==> src/rtl/dec8b10b_pkg.sv <==
// Package: shared widths, error kinds and the 8b/10b code functions.
// Assumes the sub-block bit order abcdei fghj with a as the MSB.
package dec8b10b_pkg;

    localparam int CHAR_W = 10;
    localparam int BYTE_W = 8;
    localparam int HI_W   = 6;
    localparam int LO_W   = 4;
    localparam int NUM_X  = 32;

    typedef enum logic [1:0] {
        ERR_NONE = 2'b00,
        ERR_CODE = 2'b01,
        ERR_DISP = 2'b10
    } err_kind_e;

    // 6-bit sub-block for a 5-bit value; rd_pos selects the positive-disparity form.
    function automatic logic [HI_W-1:0] enc6(input logic [4:0] x, input logic rd_pos);
        logic [HI_W-1:0] c;
        case (x)
            5'd0:  c = 6'b100111;  5'd1:  c = 6'b011101;
            5'd2:  c = 6'b101101;  5'd3:  c = 6'b110001;
            5'd4:  c = 6'b110101;  5'd5:  c = 6'b101001;
            5'd6:  c = 6'b011001;  5'd7:  c = 6'b111000;
            5'd8:  c = 6'b111001;  5'd9:  c = 6'b100101;
            5'd10: c = 6'b010101;  5'd11: c = 6'b110100;
            5'd12: c = 6'b001101;  5'd13: c = 6'b101100;
            5'd14: c = 6'b011100;  5'd15: c = 6'b010111;
            5'd16: c = 6'b011011;  5'd17: c = 6'b100011;
            5'd18: c = 6'b010011;  5'd19: c = 6'b110010;
            5'd20: c = 6'b001011;  5'd21: c = 6'b101010;
            5'd22: c = 6'b011010;  5'd23: c = 6'b111010;
            5'd24: c = 6'b110011;  5'd25: c = 6'b100110;
            5'd26: c = 6'b010110;  5'd27: c = 6'b110110;
            5'd28: c = 6'b001110;  5'd29: c = 6'b101110;
            5'd30: c = 6'b011110;  default: c = 6'b101011;
        endcase
        if (rd_pos && (($countones(c) != 3) || (x == 5'd7)))
            c = ~c;
        return c;
    endfunction

    // 4-bit sub-block for a 3-bit value; alt7 picks the alternate form of value 7.
    function automatic logic [LO_W-1:0] enc4(input logic [2:0] y, input logic rd_pos,
                                             input logic alt7);
        logic [LO_W-1:0] c;
        case (y)
            3'd0: c = 4'b1011;
            3'd1: c = 4'b1001;
            3'd2: c = 4'b0101;
            3'd3: c = 4'b1100;
            3'd4: c = 4'b1101;
            3'd5: c = 4'b1010;
            3'd6: c = 4'b0110;
            default: c = alt7 ? 4'b0111 : 4'b1110;
        endcase
        if (rd_pos && (($countones(c) != 2) || (y == 3'd3)))
            c = ~c;
        return c;
    endfunction

    // Disparity after a 6-bit sub-block, from its bit balance.
    function automatic logic end_rd6(input logic [HI_W-1:0] c, input logic rd_in);
        if (($countones(c) > 3) || (c == 6'b000111)) return 1'b1;
        if (($countones(c) < 3) || (c == 6'b111000)) return 1'b0;
        return rd_in;
    endfunction

    // Disparity after a 4-bit sub-block, from its bit balance.
    function automatic logic end_rd4(input logic [LO_W-1:0] c, input logic rd_in);
        if (($countones(c) > 2) || (c == 4'b0011)) return 1'b1;
        if (($countones(c) < 2) || (c == 4'b1100)) return 1'b0;
        return rd_in;
    endfunction

    // Full data-character encoding under a given running disparity.
    function automatic logic [CHAR_W-1:0] encode_data(input logic [BYTE_W-1:0] b,
                                                      input logic rd_pos);
        logic [4:0]      x;
        logic [2:0]      y;
        logic [HI_W-1:0] c6;
        logic            rd_mid;
        logic            alt;
        x      = b[4:0];
        y      = b[7:5];
        c6     = enc6(x, rd_pos);
        rd_mid = end_rd6(c6, rd_pos);
        alt    = (y == 3'd7) &&
                 ((!rd_mid && (x == 5'd17 || x == 5'd18 || x == 5'd20)) ||
                  ( rd_mid && (x == 5'd11 || x == 5'd13 || x == 5'd14)));
        return {c6, enc4(y, rd_mid, alt)};
    endfunction

    // True for the twelve byte values that have a control encoding.
    function automatic logic is_ctrl(input logic [BYTE_W-1:0] b);
        return (b[4:0] == 5'd28) ||
               ((b[7:5] == 3'd7) && (b[4:0] == 5'd23 || b[4:0] == 5'd27 ||
                                     b[4:0] == 5'd29 || b[4:0] == 5'd30));
    endfunction

    // Control-character encoding; the positive form is the complement of the negative one.
    function automatic logic [CHAR_W-1:0] encode_ctrl(input logic [BYTE_W-1:0] b,
                                                      input logic rd_pos);
        logic [LO_W-1:0]   lo;
        logic [CHAR_W-1:0] neg;
        case (b[7:5])
            3'd0: lo = 4'b0100;
            3'd1: lo = 4'b1001;
            3'd2: lo = 4'b0101;
            3'd3: lo = 4'b0011;
            3'd4: lo = 4'b0010;
            3'd5: lo = 4'b1010;
            3'd6: lo = 4'b0110;
            default: lo = 4'b1000;
        endcase
        if (b[4:0] == 5'd28) neg = {6'b001111, lo};
        else                 neg = {enc6(b[4:0], 1'b0), 4'b1000};
        return rd_pos ? ~neg : neg;
    endfunction

endpackage

==> src/rtl/dec8b10b_split.sv <==
// Module: proposes the byte a character stands for by decoding each
// sub-block on its own. Assumes legality is judged elsewhere; the
// proposal is only meaningful for legal characters.
module dec8b10b_split
    import dec8b10b_pkg::*;
(
    input  logic [CHAR_W-1:0] char_in,
    output logic [BYTE_W-1:0] byte_out
);

    logic [HI_W-1:0] hi;
    logic [LO_W-1:0] lo;
    logic [LO_W-1:0] lo_norm;
    logic            k28_hi;
    logic [4:0]      x_val;
    logic [2:0]      y_val;

    assign hi      = char_in[CHAR_W-1:LO_W];
    assign lo      = char_in[LO_W-1:0];
    assign k28_hi  = (hi == 6'b001111) || (hi == 6'b110000);
    // Positive-form K28 characters carry a complemented low sub-block.
    assign lo_norm = (hi == 6'b110000) ? ~lo : lo;

    // Search the 6-bit code space in both disparity forms for the 5-bit value.
    always_comb begin
        x_val = 5'd0;
        for (int v = 0; v < NUM_X; v++) begin
            if ((hi == enc6(5'(v), 1'b0)) || (hi == enc6(5'(v), 1'b1)))
                x_val = 5'(v);
        end
        if (k28_hi)
            x_val = 5'd28;
    end

    // Map the 4-bit sub-block in either polarity to its 3-bit value.
    always_comb begin
        case (lo_norm)
            4'b1011, 4'b0100:                   y_val = 3'd0;
            4'b1001:                            y_val = 3'd1;
            4'b0101:                            y_val = 3'd2;
            4'b1100, 4'b0011:                   y_val = 3'd3;
            4'b1101, 4'b0010:                   y_val = 3'd4;
            4'b1010:                            y_val = 3'd5;
            4'b0110:                            y_val = 3'd6;
            4'b1110, 4'b0001, 4'b0111, 4'b1000: y_val = 3'd7;
            default:                            y_val = 3'd0;
        endcase
    end

    assign byte_out = {y_val, x_val};

endmodule

==> src/rtl/dec8b10b_legal.sv <==
// Module: judges a character by re-encoding the proposed byte under both
// running disparities and comparing. Assumes rd_pos is the current disparity.
module dec8b10b_legal
    import dec8b10b_pkg::*;
(
    input  logic [CHAR_W-1:0] char_in,
    input  logic [BYTE_W-1:0] byte_in,
    input  logic              rd_pos,
    output logic              is_k,
    output logic              legal_any,
    output logic              legal_now
);

    localparam int NUM_RD = 2;

    logic [NUM_RD-1:0] data_hit;
    logic [NUM_RD-1:0] ctrl_hit;

    // One comparison pair per running-disparity polarity.
    for (genvar r = 0; r < NUM_RD; r++) begin : g_rd
        assign data_hit[r] = (char_in == encode_data(byte_in, 1'(r)));
        assign ctrl_hit[r] = is_ctrl(byte_in) && (char_in == encode_ctrl(byte_in, 1'(r)));
    end

    assign is_k      = |ctrl_hit;
    assign legal_any = |data_hit || |ctrl_hit;
    assign legal_now = data_hit[rd_pos] || ctrl_hit[rd_pos];

endmodule

==> src/rtl/dec8b10b_rdnext.sv <==
// Module: next running disparity from the received bits alone, applied to
// the 6-bit sub-block first and then the 4-bit one. Valid for illegal input too.
module dec8b10b_rdnext
    import dec8b10b_pkg::*;
(
    input  logic [CHAR_W-1:0] char_in,
    input  logic              rd_pos,
    output logic              rd_next
);

    logic rd_mid;

    assign rd_mid  = end_rd6(char_in[CHAR_W-1:LO_W], rd_pos);
    assign rd_next = end_rd4(char_in[LO_W-1:0], rd_mid);

endmodule

==> src/rtl/dec8b10b_rx.sv <==
// Module: top of the 8b/10b receive decoder. One character per clock in,
// registered byte, control flag and typed error out one clock later.
// Assumes characters arrive already aligned to their 10-bit boundaries.
module dec8b10b_rx
    import dec8b10b_pkg::*;
(
    input  logic              clk,
    input  logic              rst_n,
    input  logic              raw_mode,
    input  logic [CHAR_W-1:0] char_in,
    output logic [CHAR_W-1:0] data_out,
    output logic              k_out,
    output logic              err_out,
    output logic [1:0]        err_kind
);

    logic [BYTE_W-1:0] dec_byte;
    logic              is_k;
    logic              legal_any;
    logic              legal_now;
    logic              rd_next;
    logic              run_disp;
    err_kind_e         kind_nxt;

    dec8b10b_split u_split (
        .char_in  (char_in),
        .byte_out (dec_byte)
    );

    dec8b10b_legal u_legal (
        .char_in   (char_in),
        .byte_in   (dec_byte),
        .rd_pos    (run_disp),
        .is_k      (is_k),
        .legal_any (legal_any),
        .legal_now (legal_now)
    );

    dec8b10b_rdnext u_rdnext (
        .char_in (char_in),
        .rd_pos  (run_disp),
        .rd_next (rd_next)
    );

    // Classify the character: code violation wins over disparity violation.
    always_comb begin
        if (!legal_any)      kind_nxt = ERR_CODE;
        else if (!legal_now) kind_nxt = ERR_DISP;
        else                 kind_nxt = ERR_NONE;
    end

    // Register outputs and running disparity; bypass holds the disparity.
    always_ff @(posedge clk) begin
        if (!rst_n) begin
            data_out <= '0;
            k_out    <= 1'b0;
            err_out  <= 1'b0;
            err_kind <= ERR_NONE;
            run_disp <= 1'b0;
        end else if (raw_mode) begin
            data_out <= char_in;
            k_out    <= 1'b0;
            err_out  <= 1'b0;
            err_kind <= ERR_NONE;
        end else begin
            data_out <= {{(CHAR_W-BYTE_W){1'b0}}, dec_byte};
            k_out    <= is_k;
            err_out  <= !legal_now;
            err_kind <= kind_nxt;
            run_disp <= rd_next;
        end
    end

endmodule

==> config.mk <==
export PLATFORM = sky130hd
export DESIGN_NAME = dec8b10b_rx
export DESIGN_NICKNAME = d
export VERILOG_FILES = /design/src/rtl/dec8b10b_pkg.sv /design/src/rtl/dec8b10b_split.sv /design/src/rtl/dec8b10b_legal.sv /design/src/rtl/dec8b10b_rdnext.sv /design/src/rtl/dec8b10b_rx.sv
export SDC_FILE = /design/constraint.sdc
export NUM_CORES = 1
export LEC_CHECK = 0
export BUFFER_PORTS_ARGS = -buffer_cell sky130_fd_sc_hd__buf_2
export CORE_UTILIZATION = 62
export CTS_CLUSTER_SIZE = 40
export DETAILED_ROUTE_END_ITERATION = 16
export PLACE_DENSITY = 0.83
export SLEW_MARGIN = 20
export SYNTH_ARGS = -nofsm -noshare
export SYNTH_HDL_FRONTEND = slang
export SYNTH_HIERARCHICAL = 1
export SYNTH_SLANG_ARGS = --single-unit
==> constraint.sdc <==
create_clock -name clk -period 10.5 [get_ports clk]
set_input_delay 1.05 -clock clk [delete_from_list [all_inputs] [get_ports clk]]
set_output_delay 1.05 -clock clk [all_outputs]
set_load 0.02 [all_outputs]
# Yosys cells after proc, flatten, opt, wreduce, memory -nomap -nowiden
# Memories as Yosys holds them, arrays and structs flattened.
# Index checks and enable logic that the tools add are counted.
# word_totals
regBits	15
mem_bits_ro	816
wordCells	273
n_memories	5
# memory_table
name	depth	width	read_ports	rd_ports_with_merged_regs	wr	line_no	rtl
(name not given)	32	6	1	0	0	dec8b10b_pkg.sv:20	case (x)
(name not given)	32	6	1	0	0	dec8b10b_pkg.sv:20	
(name not given)	32	6	1	0	0	dec8b10b_pkg.sv:20	
(name not given)	32	6	1	0	0	dec8b10b_pkg.sv:20	
(name not given)	16	3	1	0	0	dec8b10b_split.sv:37	case (lo_norm)
# classes
add_sub_neg	29
order_cmp	9
eq_ne	78
muxes	78
bitwise	8
n_reduce_logical	59
# op_table
cell	n
adder 32 bit	9
two-way mux 5 bit	31
equality test 6 bit (second input constant)	25
greater-than comparator 32 x 3 -> 1 bit (second input constant)	4
< comparator 32 x 3 -> 1 bit (second input constant)	4
inequality test 32 x 3 -> 1 bit (second input constant)	3
case mux 4 bit (7 select lines)	3
equality test 6 x 5 -> 1 bit (second input constant)	13
adder 2 x 32 -> 32 bit	2
equality test 6 x 4 -> 1 bit (second input constant)	7
equality test 10 bit	4
equality test 5 bit (second input constant)	8
logical OR 1 bit	37
adder 1 x 1 -> 2 bit	18
two-way mux 1 bit	34
equality test 6 x 3 -> 1 bit (second input constant)	5
two-way mux 10 bit	2
two-way mux 4 bit	5
equality test 5 x 4 -> 1 bit (second input constant)	3
equality test 3 bit (second input constant)	4
inverter 4 bit	3
logical AND 1 bit	11
inverter 10 bit	1
two-way mux 8 bit	1
other kinds (16)	24

# Longest topological paths before layout
# Gate-level depths: netlist (run 1).
# An unclocked memory read counts as a cell.
# depth
ltp_word	68
mapped_depth	35

# Cells and area by module
# The synthesis (run 1) kept the hierarchy.
# modules_own_cells
module	instances	cells_each	area_each_um2	seq_area_each_um2
dec8b10b_legal	1	239	1747.9	0.0
dec8b10b_split	1	108	656.9	0.0
dec8b10b_rx	1	43	503.0	300.3
dec8b10b_rdnext	1	33	294.0	0.0

# Worst setup path after synthesis (run 1)
# Ideal clock, no wire load.
# synth_timing
path_type	input port to flip-flop
start	input char_in[7]
end	register err_kind[1]
arrival_time_ps	8541
t_required_ps	10376
slack_ps	1836
stages	35
n_path_buf	3
cell_sequence	buf_2 clkbuf_1 nand2_1 a32o_1 a32oi_1 o21ai_1 inv_1 ha_1 inv_1 a21oi_1 mux4_2 clkbuf_1 inv_1 fa_1 inv_1 fa_1 ha_1 fa_1 nand3b_1 a21o_1 xnor2_1 ha_1 inv_1 fa_1 inv_1 ha_1 fa_1 and2_1 a22oi_2 nand3b_4 a211o_1 mux2_4 o211ai_2 nand4_1 nor3b_1
# synth_via
word_cells_on_any_way	221
classes_between	add/sub (21); order compare (4); eq/ne (76); mux (60); bitwise (5); reduce/logical (50); memory (5)
# synth_rtl
element	line_no	rtl
start, declared	dec8b10b_rx.sv:10	input logic [CHAR_W-1:0] char_in,
equality test 6 bit / equality test 6 x 5 -> 1 bit (equally long branches)	dec8b10b_split.sv:28	if ((hi == enc6(5'(v), 1'b0)) || (hi == enc6(5'(v), 1'b1)))
logical OR 1 bit	dec8b10b_split.sv:28	
two-way mux 5 bit (30 in series)	dec8b10b_split.sv:28	
two-way mux 5 bit (*)	dec8b10b_split.sv:31	if (k28_hi)
named net dec_byte[1]	dec8b10b_rx.sv:17	logic [BYTE_W-1:0] dec_byte;
memory read (32 x 6 bit)	-	
adder 1 x 1 -> 2 bit (not written as such)	dec8b10b_pkg.sv:38	if (rd_pos && (($countones(c) != 3) || (x == 5'd7)))
adder 32 bit (not written as such) (2 in series)	dec8b10b_pkg.sv:38	
[22 not listed]	-	
logical AND 1 bit	dec8b10b_pkg.sv:57	if (rd_pos && (($countones(c) != 2) || (y == 3'd3)))
two-way mux 4 bit	dec8b10b_pkg.sv:57	
equality test 10 bit	dec8b10b_legal.sv:21	assign data_hit[r] = (char_in == encode_data(byte_in, 1'(r)));
OR reduction 2 bit	dec8b10b_legal.sv:26	assign legal_any = |data_hit || |ctrl_hit;
logical OR 1 bit (*)	dec8b10b_legal.sv:26	
named net legal_any	dec8b10b_rx.sv:19	logic legal_any;
inverter 1 bit (no source line) (*)	-	
OR reduction 3 bit (no source line) (*)	-	
end signal, assigned	dec8b10b_rx.sv:69	err_kind <= kind_nxt;
end, declared	dec8b10b_rx.sv:14	output logic [1:0] err_kind
# The timed path passes the listed nets; every way through them passes the cells marked *. The select of a mux whose other input is x is not followed.
# A chain may end at the register's enable or synchronous reset.

# Worst setup path after layout (run 1)
# layout_timing
start	input char_in[6]
end	register err_kind[1]
# layout_via
word_cells_on_any_way	221
classes_between	add/sub (21); order compare (4); eq/ne (76); mux (60); bitwise (5); reduce/logical (50); memory (5)
# layout_rtl
element	line_no	rtl
equality test 6 bit / equality test 6 x 5 -> 1 bit (equally long branches)	dec8b10b_split.sv:28	
logical OR 1 bit	dec8b10b_split.sv:28	
two-way mux 5 bit (30 in series)	dec8b10b_split.sv:28	
two-way mux 5 bit (*)	dec8b10b_split.sv:31	
named net dec_byte[1]	dec8b10b_rx.sv:17	
memory read (32 x 6 bit)	-	
adder 1 x 1 -> 2 bit (not written as such)	dec8b10b_pkg.sv:38	
adder 32 bit (not written as such) (2 in series)	dec8b10b_pkg.sv:38	
[21 not listed]	-	
logical OR 1 bit	dec8b10b_pkg.sv:57	
logical AND 1 bit	dec8b10b_pkg.sv:57	
two-way mux 4 bit	dec8b10b_pkg.sv:57	
equality test 10 bit	dec8b10b_legal.sv:21	
two-way mux 1 bit (not written as such) (2 in series)	dec8b10b_legal.sv:27	assign legal_now = data_hit[rd_pos] || ctrl_hit[rd_pos];
logical OR 1 bit (*)	dec8b10b_legal.sv:27	
named net legal_now	dec8b10b_rx.sv:20	logic legal_now;
two-way mux 2 bit (*)	dec8b10b_rx.sv:48	else if (!legal_now) kind_nxt = ERR_DISP;
# Marked as above.

==> results of run 1 <==
through the flow:
step	worst slack (ps)	utilization [%]	hold WS [ps]	power, mW	instance area, sq um
global placement	1500	67.9	575	0.658	3290
CTS	1470	68.9	592	0.737	3340
finish	1410	68.9	599	0.736	3340
detailed placement	1240	67.9	584	0.687	3290
floorplan	1840	-	529	0.577	3200
global route	916	68.9	616	0.808	3340
critical path: cells and delay by family:
kind,cells,cell delay (ps)
simple gates,6,1170
fa+ha+maj,9,3220
compound gates,9,1980
buf+inv,5,680
xor+xnor,1,160
mux,2,950
worst max path at each step:
| stage | start | to | slack [ps] | depth (start not counted) |
|---|---|---|---|---|
| after global routing | char_in[7] | err_kind[1]$_SDFF_PP0_ | 920 | 32 |
| after global placement | char_in[6] | err_kind[1]$_SDFF_PP0_ | 1500 | 30 |
| final | char_in[6] | err_kind[1]$_SDFF_PP0_ | 1410 | 32 |
| after CTS | char_in[6] | err_kind[1]$_SDFF_PP0_ | 1470 | 32 |
| after floorplan | char_in[7] | err_kind[1]$_SDFF_PP0_ | 1840 | 35 |
| after detailed placement | char_in[6] | err_kind[1]$_SDFF_PP0_ | 1240 | 32 |
cells by family (layout without fill, tap and decap cells):
| family | after synthesis | count (layout) | synth area share [%] |
|---|---|---|---|
| buffers and inverters | 69 | 73 | 9.65 |
| multiplexers | 19 | 19 | 6.88 |
| AO/OA/AOI/OAI | 113 | 113 | 25.5 |
| flip-flops | 15 | 15 | 9.38 |
| AND/OR/NAND/NOR | 155 | 155 | 28.5 |
| adder cells (fa/ha/maj) | 33 | 33 | 14.9 |
| XOR/XNOR | 19 | 19 | 5.20 |
layout by cell type (no fill, tap or decap), types with 7 or more instances in the layout:
cell type,netlist,final
inv_1,38,38
nand2_1,28,28
buf_2,7,26
nor2_1,24,24
a21oi_1,24,23
ha_1,23,23
xnor2_1,17,17
mux2i_1,16,16
nor2b_1,16,16
dfxtp_1,15,15
nor3_1,12,12
o21ai_0,11,11
fa_1,9,9
and3_1,8,8
a211oi_1,8,8
nand4_1,8,8
nor3b_1,7,7
nand3_1,7,7
registers in the layout (all words and copies together), names as in the netlist:
register,count
run_disp,1
err_out,1
k_out,1
data_out,10
err_kind,2
cell type report:
class,instances,area [sq um],area share [%]
Tap cell,67,83.8,2.51
Timing Repair Buffer,30,160,4.80
Inverter,39,146,4.38
Clock buffer,4,45.0,1.35
Multi-Input combinational cell,339,2600,78.0
Sequential cell,15,300,8.99
report_power, final:
group          total, mW  leakage, nW  switching, mW  internal, mW
clock             0.0459       0.0228         0.0190        0.0268
sequential        0.0625        0.124        0.00163        0.0609
combinational      0.628         1.26          0.358         0.270
total              0.736         1.41          0.379         0.358
routing by layer:
layer,vias up,GRT usage [%],part of all wire [%]
met1,1501,39.3,45
met2,140,50.9,47
li1,1552,-,-
met4,0,6.41,2.1
met5,-,0,0
met3,18,2.74,5.5
==> out/qor.yml, run 1 <==
setup_path:
  reg2reg_depth: 4
  crit_fanout: 29
  required_ps: 10670
  worst_path_max_delay_cell: "mux4_2"
  cp-end-kind: "register"
  cpMostUsedCell: "fa_1"
  slowest_delay_ps: 640
  ff2ff_setup_slack_ps: 9500
  path_class: "input pin to register"
  start_kind: "input pin"
  r2r_end: "run_disp$_SDFFE_PN0N_"
  reg2reg_from: "run_disp$_SDFFE_PN0N_"
  arrival_ps: 9250
route:
  ant_nets: 0
  drc: 0
  routedWlPerCell_microns: 16.3
  drt_first_pass_iters: 5
  drt_iter0_markers: 448
  routed_wl_mm: 8.03
  vias: 3211
  vias_per_cell: 6.50
timing:
  relSlewSlack_pct: 39.5
  max_freq_mhz: 110
  skew_ps: 1.43
  finalSetupViolations: 0
  hold_viol: 0
  rsz0062_at_grt: "no"
  tightest_slew_ps: 905
  min_period_ps: 9090
  timing.final.crit_share_pct: 86.5
  totalNegativeSetupSlack_ps: 0
  slew_violations: 0
hold_path:
  hold_depth: 2
  hold_class: "register to register"
  hold_start: "run_disp$_SDFFE_PN0N_"
  hold_end: "run_disp$_SDFFE_PN0N_"
yosys:
  async_flop_share_pct: 0
  ys_warn_count: 6
  syn_nets: 468
  syn_inst: 423
  synth_edf_count: 0
  synth_top_area_cell: "dfxtp_1"
  ys.flop_type: "dfxtp_1"
  synth_cell_types: 79
  yosysSeqAreaShare_pct: 9.38
  synth_most_common_cell: "inv_1"
  synth_area_per_cell_sq_um: 7.57
  synth_top_area_share_pct: 9.38
  synth.cells.most_frequent: "38 x inv_1, 28 x nand2_1, 24 x a21oi_1, 24 x nor2_1, 23 x ha_1"
  synth-seq-cells: 15
  netlist_area_sq_um: 3200
  netlist_top_cells_area: "dfxtp_1 9.4%, ha_1 9.0%, fa_1 5.6%"
floorplan:
  fp.coreArea_sq_um: 4850
  ios: 27
  core.rowCount: 25
  die_w_microns: 73.9
  start_util_pct: 66.0
  fp.dieH_microns: 73.9
  die-area_sq_um: 5460
clock_tree:
  cts_setup_buffers: 0
  cts-resized-gates: 0
  ctsHoldBuffers: 0
  cts.sinks: 15
  clk_path_buf_depth: 2
  cts_tree: "done"
  root_buffer: "clkbuf_8"
  htreeDepth: 1
  clk_pin_slew_ps: 60
  cts_made_buffers: 3
  clock_latency_ps: 240
finish:
  nNetsFinal: 473
  fillers: 417
  area.growth.synth_to_final_pct: 4.30
  final_cells: 494
  n_antenna_cell: 0
  drive_gt1_share_pct: 12.2
pwr:
  peakVddDrop_mv: 0.418
  p_per_area_nw_per_um2: 220
  p_leak_nw: 1.41
global_routing:
  grt.overflow.total: 0
  antenna_found_initial: 0
  grt_max_degree: 35
  grt_pass1_vias: 2767
  track_usage_pct: 29.4
  grt_pass1_wl_mm: 12.7
job:
  cap_viol_max_count: 0
place:
  dp_hpwl_mm: 5.77
  post-place-cells: 490
  routabilityCongestion: 0.884
  port_buffers: 26
status:
  status: "completed"
Note: power is estimated with default switching activity, not from simulation.
==> run 2, diff against run 1 <==
- CORE_UTILIZATION: 62 -> 60
- PLACE_DENSITY: 0.83 -> 0.81
==> run 2 against run 1 <==
Via count fell by 1.2%; critical path depth is 2 lower; worst setup slack improved by 54 ps; clock skew down 1.3 ps; global-route usage shrank 0.89 points; highest routed layer unchanged; clock-buffer cell count is the same; non-clock buffer count unchanged; clock power grew 3%; cell area rose by 0.11%; sequential power is essentially flat; sequential cell count is the same.
==> out/qor.yml, run 2 (synthesis results as in run 1) <==
clock_tree:
  cts.sinks: 15
  cts_setup_buffers: 0
  htreeDepth: 1
  clk_pin_slew_ps: 60
  clock_latency_ps: 250
  root_buffer: "clkbuf_8"
  ctsHoldBuffers: 0
  cts_made_buffers: 3
  cts_tree: "done"
  clk_path_buf_depth: 2
  cts-resized-gates: 0
pwr:
  fin_total_pwr_mw: 0.728
  p_switching_mw: 0.372
  p_per_area_nw_per_um2: 218
  intPower_mw: 0.356
  p_leak_nw: 1.41
  peakVddDrop_mv: 0.245
  netSwitchingFraction_pct: 51.1
  clockPowerShare_pct: 6.5
  seq_power_share_pct: 8.6
  power_frac_comb_pct: 84.9
floorplan:
  die_w_microns: 75.1
  fp.coreArea_sq_um: 5110
  start_util_pct: 62.7
  core.rowCount: 26
  ios: 27
  die-area_sq_um: 5630
  fp.dieH_microns: 75.1
route:
  routed_wl_mm: 8.00
  drt_first_pass_iters: 5
  wl_met1_mm: 3.72
  drt_iter0_markers: 196
  routedWlPerCell_microns: 16.1
  vias: 3172
  drc: 0
  ant_nets: 0
  highest-signal-layer: "met4"
  wl_met2_mm: 3.75
  wl_met3_microns: 467
  vias_per_cell: 6.38
status:
  status: "completed"
hold_path:
  hold_class: "register to register"
timing:
  relSlewSlack_pct: 38.7
  rsz0062_at_grt: "no"
  slew_violations: 0
  finalSetupViolations: 0
  whs_ps: 601
  timing.final.crit_share_pct: 86.0
  max_freq_mhz: 111
  skew_ps: 0.117
  min_period_ps: 9030
  tightest_slew_ps: 917
  fin_ws_ps: 1470
  hold_viol: 0
  totalNegativeSetupSlack_ps: 0
setup_path:
  slowest_delay_ps: 640
  start_kind: "input pin"
  required_ps: 10670
  path_class: "input pin to register"
  arrival_ps: 9200
  crit_fanout: 29
  cpMostUsedCell: "fa_1"
  cp-end-kind: "register"
  worst_path_max_delay_cell: "mux4_2"
global_routing:
  grt_pass1_wl_mm: 12.6
  grt_pass1_vias: 2672
  track_usage_pct: 28.5
  grt.overflow.total: 0
  grt_max_degree: 35
  antenna_found_initial: 0
job:
  cap_viol_max_count: 0
finish:
  drive_gt1_share_pct: 12.2
  n_antenna_cell: 0
  largestRegisters: "data_out x10, err_kind x2"
  layout_common_cells: "38 x inv_1, 28 x nand2_1, 26 x buf_2, 24 x nor2_1"
  area.growth.synth_to_final_pct: 4.42
  largest_register_ff_count: 10
  nNetsFinal: 473
  final_common_cell: "inv_1"
  regMostFlops: "data_out"
place:
  port_buffers: 26
  dp_hpwl_mm: 5.80
  pre_cts_ws_ps: 1270
  routabilityCongestion: 0.886
-- run 2: critical path, delay by kind of cell --
kind,cells,cell delay [ps]
compound gates,9,2250
xor+xnor,1,180
fa+ha+maj,8,2850
buf+inv,4,660
mux,2,950
simple gates,6,1200
-- run 2: final cells by class --
class                           count  area [sq um]
Clock buffer                        4          45.0
Fill cell                         438          1760
Inverter                           39           146
Multi-Input combinational cell    339          2600
Sequential cell                    15           300
Tap cell                           70          87.6
Timing Repair Buffer               30           160
-- run 2: power by group through the flow --
stage	combinational (mW)	clock, mW	sequential, mW
2_1_floorplan	0.510	0	0.0677
3_3_place_gp	0.590	0	0.0634
3_5_place_dp	0.611	0	0.0636
4_1_cts	0.615	0.0482	0.0624
5_1_grt	0.696	0.0504	0.0629
6_report	0.618	0.0473	0.0624
-- run 2: layer usage --
layer | track usage, % | vias up
li1 | - | 1558
met1 | 39.4 | 1477
met2 | 48.0 | 124
met3 | 3.48 | 13
met4 | 4.82 | 0
met5 | 0 | -
-- run 2: path summary, 6_finish.rpt --
kind | start | to | slack (ps) | cells after the start
max | char_in[6] | err_kind[1]$_SDFF_PP0_ | 1470 | 30
min | run_disp$_SDFFE_PN0N_ | run_disp$_SDFFE_PN0N_ | 600 | 2
max reg2reg | run_disp$_SDFFE_PN0N_ | run_disp$_SDFFE_PN0N_ | 9520 | 4
min reg2reg | run_disp$_SDFFE_PN0N_ | run_disp$_SDFFE_PN0N_ | 600 | 2
-- run 2: metrics by stage --
step	utilization [%]	cells	area, sq um
floorplan	-	423	3200
global placement	64.6	493	3300
detailed placement	64.6	493	3300
CTS	65.4	497	3340
global route	65.5	497	3340
finish	65.5	497	3340
==> run 3, diff against run 2 <==
- ABC_AREA: not set -> 1
- TNS_END_PERCENT: not set -> 5
==> run 3 against run 2 <==
Synthesized area increased by 3.3%; largest cell class unchanged; worst setup slack improved by 240 ps; critical endpoint unchanged; sequential cell count did not move; critical path depth increased by 22.
==> out/qor.yml, run 3 <==
status:
  status: "completed"
pwr:
  p_switching_mw: 0.589
  seq_power_share_pct: 6.5
  clockPowerShare_pct: 5.0
  netSwitchingFraction_pct: 60.7
  p_leak_nw: 1.85
  power_frac_comb_pct: 88.5
  peakVddDrop_mv: 0.358
  intPower_mw: 0.382
  p_per_area_nw_per_um2: 279
setup_path:
  required_ps: 10690
  path_delay_family: "adder cells"
  arrival_ps: 8980
  ff2ff_setup_slack_ps: 9600
  crit_fanout: 12
  worst_path_max_delay_cell: "fa_1"
  slowest_delay_ps: 530
  reg2reg_from: "run_disp$_SDFFE_PN0N_"
  crit_buf_inv: 10
  cp-end-kind: "register"
  path_class: "input pin to register"
  cpMostUsedCell: "nand2_1"
  start_kind: "input pin"
  cp-startpoint: "char_in[5]"
place:
  placed_cell_area_sq_um: 3440
  dp_hpwl_mm: 6.93
  port_buffers: 26
  routabilityCongestion: 0.938
route:
  vias_per_cell: 5.63
  routedWlPerCell_microns: 13.7
  ant_nets: 0
  drt_first_pass_iters: 5
  drt_iter0_markers: 260
  routed_wl_mm: 8.72
  drc: 0
  vias: 3591
yosys:
  synth.mux.area_fraction_pct: 0
  syn_inst: 548
  ys_warn_count: 6
  yosysSeqAreaShare_pct: 9.08
  synth_compound_area_share_pct: 9.72
  synth-seq-cells: 15
  synth_top_area_share_pct: 14.9
  synth_most_common_cell: "nand2_1"
  synth_top_family_by_area: "simple AND/OR/NAND/NOR gates"
  netlist_top_cells_area: "nand2_1 15%, nand3_1 12%, dfxtp_1 9.1%"
  synth_cell_types: 50
  synth-xor-area-share_pct: 7.07
  async_flop_share_pct: 0
  synth_edf_count: 0
  synth_area_per_cell_sq_um: 6.04
  synth-simple-area-share_pct: 46.0
  syn_nets: 593
  synth.cells.most_frequent: "131 x nand2_1, 77 x nand3_1, 74 x inv_1, 55 x nor2_1, 23 x ha_1"
  synth_top_area_cell: "nand2_1"
  ys.flop_type: "dfxtp_1"
  netlist_area_sq_um: 3310
  synthAdderAreaFrac_pct: 14.1
floorplan:
  start_util_pct: 63.6
  die-area_sq_um: 5810
  ios: 27
  fp.coreArea_sq_um: 5200
  core.rowCount: 26
  die_w_microns: 76.3
  fp.dieH_microns: 76.3
clock_tree:
  root_buffer: "clkbuf_8"
  cts_made_buffers: 3
  cts.sinks: 15
  cts_tree: "done"
  clk_pin_slew_ps: 60
  cts-resized-gates: 0
  clk_path_buf_depth: 2
  cts_setup_buffers: 0
  clock_latency_ps: 250
  ctsHoldBuffers: 0
  htreeDepth: 1
timing:
  totalNegativeSetupSlack_ps: 0
  slew_violations: 0
  tightest_slew_ps: 754
  rsz0062_at_grt: "no"
  min_period_ps: 8790
  hold_viol: 0
  skew_ps: 0.496
  relSlewSlack_pct: 49.4
  max_freq_mhz: 114
  finalSetupViolations: 0
  timing.final.crit_share_pct: 83.7
global_routing:
  track_usage_pct: 31.3
  grt_pass1_vias: 3381
  grt_pass1_wl_mm: 15.0
  antenna_found_initial: 0
  grt.overflow.total: 0
  grt_max_degree: 22
finish:
  drive_gt1_share_pct: 16.4
  n_antenna_cell: 0
  regMostFlops: "data_out"
  largestRegisters: "data_out x10, err_kind x2"
  final_common_cell: "nand2_1"
  layout_common_cells: "131 x nand2_1, 77 x nand3_1, 74 x inv_1, 55 x nor2_1, 26 x buf_2"
  nNetsFinal: 614
  area.growth.synth_to_final_pct: 5.29
  largest_register_ff_count: 10
  design_area_sq_um: 3480
hold_path:
  hold_start: "run_disp$_SDFFE_PN0N_"
  hold_class: "register to register"
job:
  cap_viol_max_count: 0
## run 3: cell types whose count changed after synthesis, moves of 8 or more
cell,delta
nand2_1,+103
nand3_1,+70
inv_1,+36
nor2_1,+31
inv_2,+20
a21oi_1,-17
mux2i_1,-16
nor2b_1,-16
xor2_1,+16
clkbuf_1,-13
xnor2_1,-12
nand2_2,+10
nor3_1,-8
## run 3: metal layers
| layer | GRT usage [%] | vias up | part of all wire (%) |
|---|---|---|---|
| met5 | 0 | - | 0 |
| met4 | 9.04 | 0 | 2.0 |
| met3 | 3.47 | 21 | 6.2 |
| met1 | 41.2 | 1626 | 46 |
| met2 | 53.6 | 148 | 46 |
| li1 | - | 1796 | - |
## run 3: kinds of logic (layout without fill, tap and decap cells)
kind of cell,Yosys count,in the layout
flops,15,15
buf+inv,109,129
simple gates,319,319
xor+xnor,25,25
compound gates,48,48
fa+ha+maj,32,32
## run 3: final timing paths
kind / to / depth (start not counted)
max reg2reg: run_disp$_SDFFE_PN0N_ / 6
min reg2reg: run_disp$_SDFFE_PN0N_ / 2
max: err_kind[1]$_SDFF_PP0_ / 52
min: run_disp$_SDFFE_PN0N_ / 2
## run 3: final cells by class
type | instances | area [sq um]
Clock buffer | 4 | 45.0
Fill cell | 495 | 1720
Inverter | 99 | 377
Multi-Input combinational cell | 424 | 2540
Sequential cell | 15 | 300
Tap cell | 70 | 87.6
Timing Repair Buffer | 26 | 130
## run 3: power groups by stage
stage	Combinational (mW)	Sequential (mW)	Clock (mW)
floorplan	0.710	0.0683	0
global placement	0.820	0.0639	0
detailed placement	0.853	0.0639	0
CTS	0.858	0.0628	0.0498
global route	0.992	0.0631	0.0513
finish	0.860	0.0627	0.0487
## run 3: stage by stage
step           std cells  total power [mW]  setup WS (ps)  hold slack [ps]  utilization [%]
4_1_cts              638             0.970           1750              554             66.9
2_1_floorplan        548             0.778           2870              473                -
6_report             638             0.971           1710              549             66.9
3_3_place_gp         634             0.884           1670              536             66.1
5_1_grt              638              1.11           1050              595             66.9
3_5_place_dp         634             0.917           1500              545             66.1
## run 3: worst register-to-register path, cell delays in order (launching register included)
cell	delay, ps
dfxtp_1	440
nand3_1	100
nand2_1	70
nand2_1	40
nand2_1	50
nand3_1	70
nand2_1	70
